File: src/rtl/ccd_tg_pkg.sv
package ccd_tg_pkg;

  typedef enum logic [1:0] {
    COL_BLUE  = 2'd0,
    COL_GREEN = 2'd1,
    COL_RED   = 2'd2
  } color_e;

  typedef enum logic [2:0] {
    RGN_NONE  = 3'd0,
    RGN_DUMMY = 3'd1,
    RGN_OBLK  = 3'd2,
    RGN_INVAL = 3'd3,
    RGN_VALID = 3'd4
  } region_e;

  typedef enum logic [2:0] {
    PH_LOAD,
    PH_GUARD_A,
    PH_XFER,
    PH_GUARD_B,
    PH_READ
  } phase_e;

  function automatic logic [31:0] clamp_u(input logic [31:0] v,
                                          input logic [31:0] lo,
                                          input logic [31:0] hi);
    if (v < lo) return lo;
    if (v > hi) return hi;
    return v;
  endfunction

endpackage

File: src/rtl/ccd_cfg_regs.sv
module ccd_cfg_regs
  import ccd_tg_pkg::*;
#(
  parameter int CW        = 16,
  parameter int HALF_DEF  = 12,
  parameter int HALF_MIN  = 7,
  parameter int HALF_MAX  = 25,
  parameter int XFER_DEF  = 500,
  parameter int XFER_MIN  = 150,
  parameter int GUARD_DEF = 47,
  parameter int GUARD_MIN = 45,
  parameter int GUARD_MAX = 49
) (
  input  logic          clk_i,
  input  logic          rst_ni,
  input  logic          we_i,
  input  logic [1:0]    addr_i,
  input  logic [CW-1:0] wdata_i,
  input  logic          load_i,
  output logic [CW-1:0] half_o,
  output logic [CW-1:0] xfer_o,
  output logic [CW-1:0] guard_o
);

  localparam logic [31:0] XFER_TOP = 32'((64'd1 << CW) - 64'd1);

  logic [CW-1:0] st_half_q, st_xfer_q, st_guard_q;
  logic          wr_half, wr_xfer, wr_guard;
  logic [CW-1:0] half_d, xfer_d, guard_d;

  assign wr_half  = we_i && (addr_i == 2'd0);
  assign wr_xfer  = we_i && (addr_i == 2'd1);
  assign wr_guard = we_i && (addr_i == 2'd2);

  always_ff @(posedge clk_i or negedge rst_ni) begin
    if (!rst_ni) begin
      st_half_q  <= CW'(HALF_DEF);
      st_xfer_q  <= CW'(XFER_DEF);
      st_guard_q <= CW'(GUARD_DEF);
    end else begin
      if (wr_half)  st_half_q  <= wdata_i;
      if (wr_xfer)  st_xfer_q  <= wdata_i;
      if (wr_guard) st_guard_q <= wdata_i;
    end
  end

  always_comb begin
    half_d  = CW'(clamp_u(32'(st_half_q),  32'(HALF_MIN),  32'(HALF_MAX)));
    xfer_d  = CW'(clamp_u(32'(st_xfer_q),  32'(XFER_MIN),  XFER_TOP));
    guard_d = CW'(clamp_u(32'(st_guard_q), 32'(GUARD_MIN), 32'(GUARD_MAX)));
  end

  always_ff @(posedge clk_i or negedge rst_ni) begin
    if (!rst_ni) begin
      half_o  <= CW'(HALF_DEF);
      xfer_o  <= CW'(XFER_DEF);
      guard_o <= CW'(GUARD_DEF);
    end else if (load_i) begin
      half_o  <= half_d;
      xfer_o  <= xfer_d;
      guard_o <= guard_d;
    end
  end

endmodule

File: src/rtl/ccd_line_seq.sv
module ccd_line_seq
  import ccd_tg_pkg::*;
#(
  parameter int CW    = 16,
  parameter int N_TOT = 2769,
  parameter int PW    = 12
) (
  input  logic          clk_i,
  input  logic          rst_ni,
  input  logic [CW-1:0] half_i,
  input  logic [CW-1:0] xfer_i,
  input  logic [CW-1:0] guard_i,
  output phase_e        phase_o,
  output logic [PW-1:0] pix_o,
  output color_e        color_o,
  output logic          sh1_o,
  output logic          rgate_o
);

  localparam logic [PW-1:0] PIX_LAST = PW'(N_TOT - 1);

  phase_e        phase_q, phase_d;
  logic [CW-1:0] cnt_q, cnt_d;
  logic [CW:0]   sp_q, sp_d, rp_q, rp_d, per_last;
  logic [PW-1:0] pix_q, pix_d;
  color_e        color_q, color_d;
  logic          pix_en, line_end;

  assign per_last = {half_i, 1'b0} - (CW+1)'(1);

  // free-running reset-gate period counter
  assign rp_d = (rp_q >= per_last) ? '0 : rp_q + (CW+1)'(1);

  always_comb begin
    phase_d  = phase_q;
    cnt_d    = cnt_q;
    sp_d     = sp_q;
    pix_d    = pix_q;
    pix_en   = 1'b0;
    line_end = 1'b0;
    unique case (phase_q)
      PH_LOAD: begin
        phase_d = PH_GUARD_A;
        cnt_d   = '0;
      end
      PH_GUARD_A: begin
        cnt_d = cnt_q + CW'(1);
        if (cnt_q == guard_i - CW'(1)) begin
          phase_d = PH_XFER;
          cnt_d   = '0;
        end
      end
      PH_XFER: begin
        cnt_d = cnt_q + CW'(1);
        if (cnt_q == xfer_i - CW'(1)) begin
          phase_d = PH_GUARD_B;
          cnt_d   = '0;
        end
      end
      PH_GUARD_B: begin
        cnt_d = cnt_q + CW'(1);
        if (cnt_q == guard_i - CW'(1)) begin
          phase_d = PH_READ;
          cnt_d   = '0;
        end
      end
      PH_READ: begin
        sp_d = sp_q + (CW+1)'(1);
        if (sp_q == per_last) begin
          sp_d   = '0;
          pix_en = 1'b1;
          if (pix_q == PIX_LAST) begin
            pix_d    = '0;
            line_end = 1'b1;
            phase_d  = PH_LOAD;
          end else begin
            pix_d = pix_q + PW'(1);
          end
        end
      end
      default: phase_d = PH_LOAD;
    endcase
  end

  always_comb begin
    unique case (color_q)
      COL_BLUE:  color_d = COL_GREEN;
      COL_GREEN: color_d = COL_RED;
      default:   color_d = COL_BLUE;
    endcase
  end

  always_ff @(posedge clk_i or negedge rst_ni) begin
    if (!rst_ni) begin
      phase_q <= PH_LOAD;
      cnt_q   <= '0;
      sp_q    <= '0;
      rp_q    <= '0;
      pix_q   <= '0;
      color_q <= COL_BLUE;
    end else begin
      phase_q <= phase_d;
      cnt_q   <= cnt_d;
      sp_q    <= sp_d;
      rp_q    <= rp_d;
      if (pix_en)   pix_q   <= pix_d;
      if (line_end) color_q <= color_d;
    end
  end

  assign phase_o = phase_q;
  assign pix_o   = pix_q;
  assign color_o = color_q;
  assign sh1_o   = (phase_q != PH_READ) || (sp_q < {1'b0, half_i});
  assign rgate_o = (rp_q == '0);

endmodule

File: src/rtl/ccd_region_map.sv
module ccd_region_map
  import ccd_tg_pkg::*;
#(
  parameter int N_DUM  = 16,
  parameter int N_OB   = 48,
  parameter int N_INVL = 2,
  parameter int N_VAL  = 2700,
  parameter int PW     = 12
) (
  input  logic          in_read_i,
  input  logic [PW-1:0] pix_i,
  output region_e       region_o,
  output logic          valid_o,
  output logic          oblk_o
);

  localparam int B_OB  = N_DUM;
  localparam int B_INV = B_OB + N_OB;
  localparam int B_VAL = B_INV + N_INVL;
  localparam int B_TR  = B_VAL + N_VAL;

  always_comb begin
    if (!in_read_i)                      region_o = RGN_NONE;
    else if (pix_i < PW'(B_OB))          region_o = RGN_DUMMY;
    else if (pix_i < PW'(B_INV))         region_o = RGN_OBLK;
    else if (pix_i < PW'(B_VAL))         region_o = RGN_INVAL;
    else if (pix_i < PW'(B_TR))          region_o = RGN_VALID;
    else                                 region_o = RGN_INVAL;
  end

  assign valid_o = (region_o == RGN_VALID);
  assign oblk_o  = (region_o == RGN_OBLK);

endmodule

File: src/rtl/ccd_timing_gen.sv
module ccd_timing_gen
  import ccd_tg_pkg::*;
#(
  parameter int CW        = 16,
  parameter int N_DUM     = 16,
  parameter int N_OB      = 48,
  parameter int N_INVL    = 2,
  parameter int N_VAL     = 2700,
  parameter int N_INVT    = 3,
  parameter int HALF_DEF  = 12,
  parameter int HALF_MIN  = 7,
  parameter int HALF_MAX  = 25,
  parameter int XFER_DEF  = 500,
  parameter int XFER_MIN  = 150,
  parameter int GUARD_DEF = 47,
  parameter int GUARD_MIN = 45,
  parameter int GUARD_MAX = 49,
  localparam int N_TOT    = N_DUM + N_OB + N_INVL + N_VAL + N_INVT,
  localparam int PW       = $clog2(N_TOT)
) (
  input  logic          clk_i,
  input  logic          rst_ni,
  input  logic          cfg_we_i,
  input  logic [1:0]    cfg_addr_i,
  input  logic [CW-1:0] cfg_wdata_i,
  output logic          sh1_o,
  output logic          sh2_o,
  output logic          rgate_o,
  output logic [2:0]    xfer_o,
  output logic          sel_a_o,
  output logic          sel_b_o,
  output logic          line_start_o,
  output logic [1:0]    color_o,
  output logic [PW-1:0] pix_idx_o,
  output logic [2:0]    region_o,
  output logic          valid_o,
  output logic          oblk_o
);

  logic          rs1_q, rs2_q, rst_sync_n;
  logic [CW-1:0] half, xfer, guard;
  phase_e        phase;
  color_e        color;
  logic [PW-1:0] pix;
  region_e       region;
  logic          sh1;

  always_ff @(posedge clk_i or negedge rst_ni) begin
    if (!rst_ni) begin
      rs1_q <= 1'b0;
      rs2_q <= 1'b0;
    end else begin
      rs1_q <= 1'b1;
      rs2_q <= rs1_q;
    end
  end
  assign rst_sync_n = rs2_q;

  ccd_cfg_regs #(
    .CW(CW), .HALF_DEF(HALF_DEF), .HALF_MIN(HALF_MIN), .HALF_MAX(HALF_MAX),
    .XFER_DEF(XFER_DEF), .XFER_MIN(XFER_MIN), .GUARD_DEF(GUARD_DEF),
    .GUARD_MIN(GUARD_MIN), .GUARD_MAX(GUARD_MAX)
  ) u_cfg (
    .clk_i(clk_i), .rst_ni(rst_sync_n), .we_i(cfg_we_i), .addr_i(cfg_addr_i),
    .wdata_i(cfg_wdata_i), .load_i(phase == PH_LOAD),
    .half_o(half), .xfer_o(xfer), .guard_o(guard)
  );

  ccd_line_seq #(.CW(CW), .N_TOT(N_TOT), .PW(PW)) u_seq (
    .clk_i(clk_i), .rst_ni(rst_sync_n), .half_i(half), .xfer_i(xfer),
    .guard_i(guard), .phase_o(phase), .pix_o(pix), .color_o(color),
    .sh1_o(sh1), .rgate_o(rgate_o)
  );

  ccd_region_map #(
    .N_DUM(N_DUM), .N_OB(N_OB), .N_INVL(N_INVL), .N_VAL(N_VAL), .PW(PW)
  ) u_rgn (
    .in_read_i(phase == PH_READ), .pix_i(pix),
    .region_o(region), .valid_o(valid_o), .oblk_o(oblk_o)
  );

  assign sh1_o        = sh1;
  assign sh2_o        = !sh1;
  assign xfer_o       = {3{phase == PH_XFER}};
  assign sel_a_o      = (color != COL_RED);
  assign sel_b_o      = (color != COL_GREEN);
  assign line_start_o = (phase == PH_LOAD);
  assign color_o      = color;
  assign pix_idx_o    = pix;
  assign region_o     = region;

endmodule

File: config.mk
export PLATFORM = sky130hd
export DESIGN_NAME = ccd_timing_gen
export DESIGN_NICKNAME = d
export VERILOG_FILES = /design/src/rtl/ccd_tg_pkg.sv /design/src/rtl/ccd_cfg_regs.sv /design/src/rtl/ccd_line_seq.sv /design/src/rtl/ccd_region_map.sv /design/src/rtl/ccd_timing_gen.sv
export SDC_FILE = /design/constraint.sdc
export NUM_CORES = 1
export LEC_CHECK = 0
export BUFFER_PORTS_ARGS = -buffer_cell sky130_fd_sc_hd__buf_4
export CORE_MARGIN = 3
export CORE_UTILIZATION = 32
export CTS_CLUSTER_DIAMETER = 40
export DETAILED_ROUTE_END_ITERATION = 12
export PLACE_DENSITY = 0.56
export SKIP_LAST_GASP = 1
export SYNTH_ARGS = -nofsm -noshare
export SYNTH_HDL_FRONTEND = slang
export SYNTH_HIERARCHICAL = 1
export SYNTH_SLANG_ARGS = --single-unit
File: constraint.sdc
create_clock -name clk_i -period 4.49 [get_ports clk_i]
set_clock_uncertainty 0.05 [all_clocks]
set_input_delay 0.2245 -clock clk_i [delete_from_list [all_inputs] [get_ports clk_i]]
set_output_delay 0.2245 -clock clk_i [all_outputs]
set_load 0.01 [all_outputs]
### After elaboration in Yosys (flattened, before gate mapping)

Cells that the tools add are included.

* output and inout bits: 28
* logic and storage cells: 106
* input bits: 21
* register bits after elaboration: 165

* equal/unequal tests: 21
* magnitude comparators: 11
* $add $sub $neg: 7
* reductions and logical operators: 13
* multiplexer cells: 40

Operator list (count)
* 16-bit two-way mux: 12
* 16-bit case mux with 3 select lines: 1
* 17-bit by 1-bit adder with 17-bit output (second input constant): 2
* 17-bit two-way mux: 2
* 16-bit equality test: 2
* 16-bit by 1-bit subtractor with 16-bit output (second input constant): 2
* 3-bit two-way mux: 10
* 12-bit by 7-bit less-than comparator with 1-bit output (second input constant): 2
* 17-bit equality test: 1
* 17-bit greater-or-equal comparator: 1
* 17-bit zero test: 1
* 17-bit by 16-bit less-than comparator with 1-bit output: 1
* 17-bit by 1-bit subtractor with 17-bit output (second input constant): 1
* 16-bit by 1-bit adder with 16-bit output (second input constant): 1
* 16-bit by 5-bit > comparator with 1-bit output (second input constant): 1
* 16-bit by 6-bit > comparator with 1-bit output (second input constant): 1
* 16-bit by 3-bit less-than comparator with 1-bit output (second input constant): 1
* 16-bit by 6-bit less-than comparator with 1-bit output (second input constant): 1
* 16-bit by 8-bit less-than comparator with 1-bit output (second input constant): 1
* 3-bit case mux with 5 select lines: 1
* 12-bit by 1-bit adder with 12-bit output (second input constant): 1
* 12-bit equality test (second input constant): 1
* 12-bit less-than comparator (second input constant): 1
* 12-bit by 5-bit less-than comparator with 1-bit output (second input constant): 1
* 20 further kinds: 43

### Logic depth before layout (Yosys ltp)

* depth after elaboration: 7
* mapped depth: 14
* gate-level depth less buffers: 12

### Cells and area by module

The synthesis kept the hierarchy.

By module, submodules not included
* ccd_line_seq: sequential area each 1676.6 µm², times used 1, cells an instance 754, area each 6190.9 µm²
* ccd_cfg_regs: sequential area each 2434.8 µm², times used 1, cells an instance 253, area each 3699.8 µm²
* ccd_region_map: sequential area each 0.0 µm², times used 1, cells an instance 18, area each 121.4 µm²
* ccd_timing_gen: sequential area each 50.0 µm², times used 1, cells an instance 11, area each 105.1 µm²

### Worst setup path before layout

OpenSTA, ideal clock, no wires.

* path kind: register to register
* from: register u_cfg.half_o[5]
* to: register u_seq.rp_q[10]
* stages on the path, launching flop included: 14
* buffers on the path: 2
* arrival time: 2977 ps
* setup time: 132 ps
* data required time: 4308 ps
* slack: 1331 ps
* clock period less this slack: 3159 ps
* cell sequence: dfrtp_1 buf_6 nor4_4 nand4_1 nor3_1 xnor2_1 ha_1 a21o_1 a21oi_1 a21boi_0 o22ai_1 a21oi_1 clkbuf_1 nor2_1

* longest elaborated chain between the ends: 3

RTL lines
* start, declared: RTL line ccd_cfg_regs.sv:20 `output logic [CW-1:0] half_o,`
* start signal, assigned: RTL line ccd_cfg_regs.sv:55 `half_o <= CW'(HALF_DEF);`
* start signal, assigned: RTL line ccd_cfg_regs.sv:59 `half_o <= half_d;`
* 17-bit by 1-bit subtractor with 17-bit output: RTL line ccd_line_seq.sv:29 `assign per_last = {half_i, 1'b0} - (CW+1)'(1);`
* 17-bit greater-or-equal comparator: RTL line ccd_line_seq.sv:32 `assign rp_d = (rp_q >= per_last) ? '0 : rp_q + (CW+1)'(1);`
* 17-bit two-way mux: RTL line ccd_line_seq.sv:32
* via u_seq.rp_d[10]: RTL line ccd_line_seq.sv:24 `logic [CW:0] sp_q, sp_d, rp_q, rp_d, per_last;`
* end signal, assigned: RTL line ccd_line_seq.sv:105 `rp_q <= rp_d;`
* end, declared: RTL line ccd_line_seq.sv:24

The timed path passes the listed nets, and every way through them passes these cells.
A chain may end at the register's enable or synchronous reset.

### Worst setup path after layout

* from: register u_cfg.half_o[0]
* to: register u_seq.color_q[1], in the netlist u_seq/color_o[1]

* longest elaborated chain between the ends: 4

RTL lines
* 17-bit by 1-bit subtractor with 17-bit output: RTL line ccd_line_seq.sv:29
* 17-bit equality test: RTL line ccd_line_seq.sv:69 `if (sp_q == per_last) begin`
* 1-bit two-way mux: RTL line ccd_line_seq.sv:69
* 1-bit two-way mux: RTL line ccd_line_seq.sv:41 `unique case (phase_q)`
* end signal, assigned: RTL line ccd_line_seq.sv:107 `if (line_end) color_q <= color_d;`
* end, declared: RTL line ccd_line_seq.sv:26 `color_e color_q, color_d;`

Every way passes these cells.

==> flow_summary.toml <==
[logic_synthesis]
yosysSeqAreaShare = 0.411
ys_async_sr_fraction = 1.00
synth_nets = 1097
ys_ff_latch = 165
yosysUniqueCellTypes = 84
synth_warnings = 6
avgSynthCellArea_um2 = 9.77
syn_inst = 1036
ys.flop_type = "dfrtp_1"
netlist_area_um2 = 10100
synth-edff-count = 0

[critical_path]
critPathLaunchType = "flip-flop"
path_cells = "inv_1 > ha_1 > nor3b_1 > xnor2_1 > o211ai_1 > or4_1 > nor4_2 > and4_1 > buf_4 > nand4_1 > o21ai_1"
cp_slowest_stage_delay_ns = 0.54
cp-end-kind = "flip-flop"
path_class = "flip-flop to flip-flop"
cp.arrival_ns = 4.03
required_ns = 4.80
cpMaxStageDelayCell = "or4_1"
path_max_fanout = 17

[cells_and_area]
nNetsFinal = 1140
design_area_um2 = 11500
multiInputGateArea_um2 = 5550
stdcell_count = 1488
syn_to_final_growth_pct = 14.1
seq_area_um2 = 4170
diodes = 0
fill_cells = 3132
drive_above_1_share = 0.189
postLayoutCoreUtil = 0.374

[clock_network]
htree_levels = 4
clkTransAtPathRegs_ns = 0.07
cts_max_path_buffers = 2
cts.sinks = 165
clockRootBuffer = "clkbuf_16"
clock_latency_ns = 0.43
cts_made_buffers = 17
cts_tree = "yes"

[sta]
maxSlewHeadroom = 0.380
timing.fmax_ghz = 0.268
hold_viol = 0
fin_setup_tns_ns = 0
setup_slack_ns = 0.762
setup_viol = 0
fin_crit_ns = 3.73
worst_pin_slew_ns = 0.931
slew_viol_final = 0
period_share = 0.830
grt_setup_unrepaired = "false"
hold_ws_ns = 0.0173

[route]
wl_met2_um = 11700
wl_per_cell_um = 16.5
wl_um = 24500
antenna_left = 0
drc = 0
wl_met3_um = 765
m1WireLength_um = 11900
drt_first_pass_iters = 5
vias = 7805
viasPerCell = 5.25
drt_iter0_drc = 483
routed.top_layer = "met4"

[floorplanning]
die_y_um = 184
io_pins = 49
dieArea_um2 = 33800
start_util = 0.327
fp-row-count = 64
core_um2 = 30900
die_w_um = 184

[status]
status = "complete, no violations"

[global_routing]
grt_pass1_wl_um = 41000
grt_pass1_vias = 7748
grt.overflow.total = 0
grt_start_max_net_pins = 70
grt_antenna_before_repair = 0
grt.total_usage = 0.149

[power_and_ir_drop]
ir_worst_vdd_uv = 211
power_density_nw_per_um2 = 420
p_total_mw = 4.85
p_leak_nw = 5.01

[run]
maxCapViolCount = 0

[place]
placed_cells = 1443
place_area_um2 = 10800
portBuffers = 48
dp_slack_ns = 0.836
place.gp.congestion = 0.838
post-dp-hpwl_um = 17900

[hold_path]
holdCritPathClass = "primary input to flip-flop"
## flip-flops by register name (all words and copies together), names as in the netlist
name              flops
rs1_q                 1
rs2_q                 1
u_cfg/guard_o        16
u_cfg/half_o         16
u_cfg/st_guard_q     16
u_cfg/st_half_q      16
u_cfg/st_xfer_q      16
u_cfg/xfer_o         16
u_seq/cnt_q          16
u_seq/color_o         2
u_seq/phase_o         3
u_seq/pix_o          12
u_seq/rp_q           17
u_seq/sp_q           17
## power breakdown
part | internal (mW) | switching (mW)
logic | 0.630 | 0.596
registers | 1.77 | 0.394
clock network | 0.748 | 0.706
total | 3.15 | 1.70
## routing by layer
layer / up-vias / GRT usage
met5: - / 0
met4: 0 / 0.0302
met3: 16 / 0.0226
met2: 133 / 0.249
met1: 3847 / 0.207
li1: 3809 / -
## cell usage after synthesis (all sizes together), types with 26 or more instances
| library cell | count | area share |
|---|---|---|
| a21oi | 27 | 0.013 |
| clkbuf | 32 | 0.012 |
| dfrtp | 139 | 0.34 |
| dfstp | 26 | 0.068 |
| ha | 40 | 0.049 |
| inv | 53 | 0.020 |
| mux2 | 63 | 0.070 |
| nand2 | 58 | 0.022 |
| nand3 | 38 | 0.019 |
| nand4 | 27 | 0.017 |
| nor2 | 83 | 0.031 |
| nor2b | 34 | 0.021 |
| nor3 | 29 | 0.016 |
| o21ai | 28 | 0.014 |
| xnor2 | 61 | 0.054 |
| xor2 | 37 | 0.032 |
## area by class of cell
class,count,share of cell area
Timing Repair Buffer,69,0.0477
Sequential cell,165,0.361
Inverter,53,0.0172
Clock inverter,15,0.0137
Clock buffer,17,0.0368
Multi-Input combinational cell,773,0.481
Tap cell,396,0.0429
## repair_timing
action / in CTS / in global routing
hold buffers: 13 / 0
gates resized for setup: 0 / 0
buffers inserted: 0 / 0
endpoints found under the hold margin: 30 / 0
## path summary, 6_finish.rpt
check	startpoint	end	slack, ns	cells after the start
max	u_cfg/half_o[0]$_DFFE_PN0P_	u_seq/color_o[1]$_DFFE_PN0P_	0.76	11
max in group asynchronous	rs2_q$_DFF_PN0_	u_cfg/guard_o[5]$_DFFE_PN1P_	2.91	1
min in group asynchronous	rst_ni	rs2_q$_DFF_PN0_	0.07	2
min	cfg_wdata_i[14]	u_cfg/st_half_q[14]$_DFFE_PN0P_	0.02	2
min reg2reg	rs1_q$_DFF_PN0_	rs2_q$_DFF_PN0_	0.30	0
max reg2reg	u_cfg/half_o[0]$_DFFE_PN0P_	u_seq/color_o[1]$_DFFE_PN0P_	0.76	11
## cell usage in the layout, fill, tap and decap left out, types with 5 or more instances in the layout
master and instances:
a211o_1 6, a21o_1 10, a21oi_1 27, a31oi_1 6
and2_1 5, and3_1 24, buf_4 56, clkbuf_16 17
dfrtp_1 138, dfstp_2 26, dlygate4sd3_1 13, ha_1 40
inv_1 53, inv_8 6, mux2_2 61, mux2i_1 10
nand2_1 58, nand2b_1 10, nand3_1 38, nand4_1 27
nor2_1 83, nor2b_1 34, nor3_1 26, nor3b_1 12
nor4_1 22, nor4b_1 8, o211ai_1 8, o21ai_0 26
o22ai_1 10, o31ai_1 7, or2_2 9, or3_1 6
or4_1 14, xnor2_1 60, xor2_1 37
## critical path, delay by kind of cell, from the launching register on
| kind | cells | cell delay, ns |
|---|---|---|
| XOR/XNOR | 1 | 0.19 |
| AND/OR/NAND/NOR | 5 | 1.93 |
| flip-flops | 1 | 0.48 |
| AO/OA/AOI/OAI | 2 | 0.21 |
| adder cells (fa/ha/maj) | 1 | 0.44 |
| buffers and inverters | 2 | 0.39 |
## logic make-up (layout without fill, tap and decap cells)
group                      count (synthesis)  after routing  share of synthesized area
AOI/OAI and AO/OA                        151            151                      0.103
and+or+nand+nor                          407            407                      0.225
other                                      1              1                   0.000371
xor gates and xnor gates                  99             99                     0.0878
buffers and inverters                     98            154                     0.0407
muxes                                     73             73                     0.0800
DFF                                      165            165                      0.411
adders and majority gates                 42             42                     0.0514
Note: power is estimated with default switching activity, not from simulation.
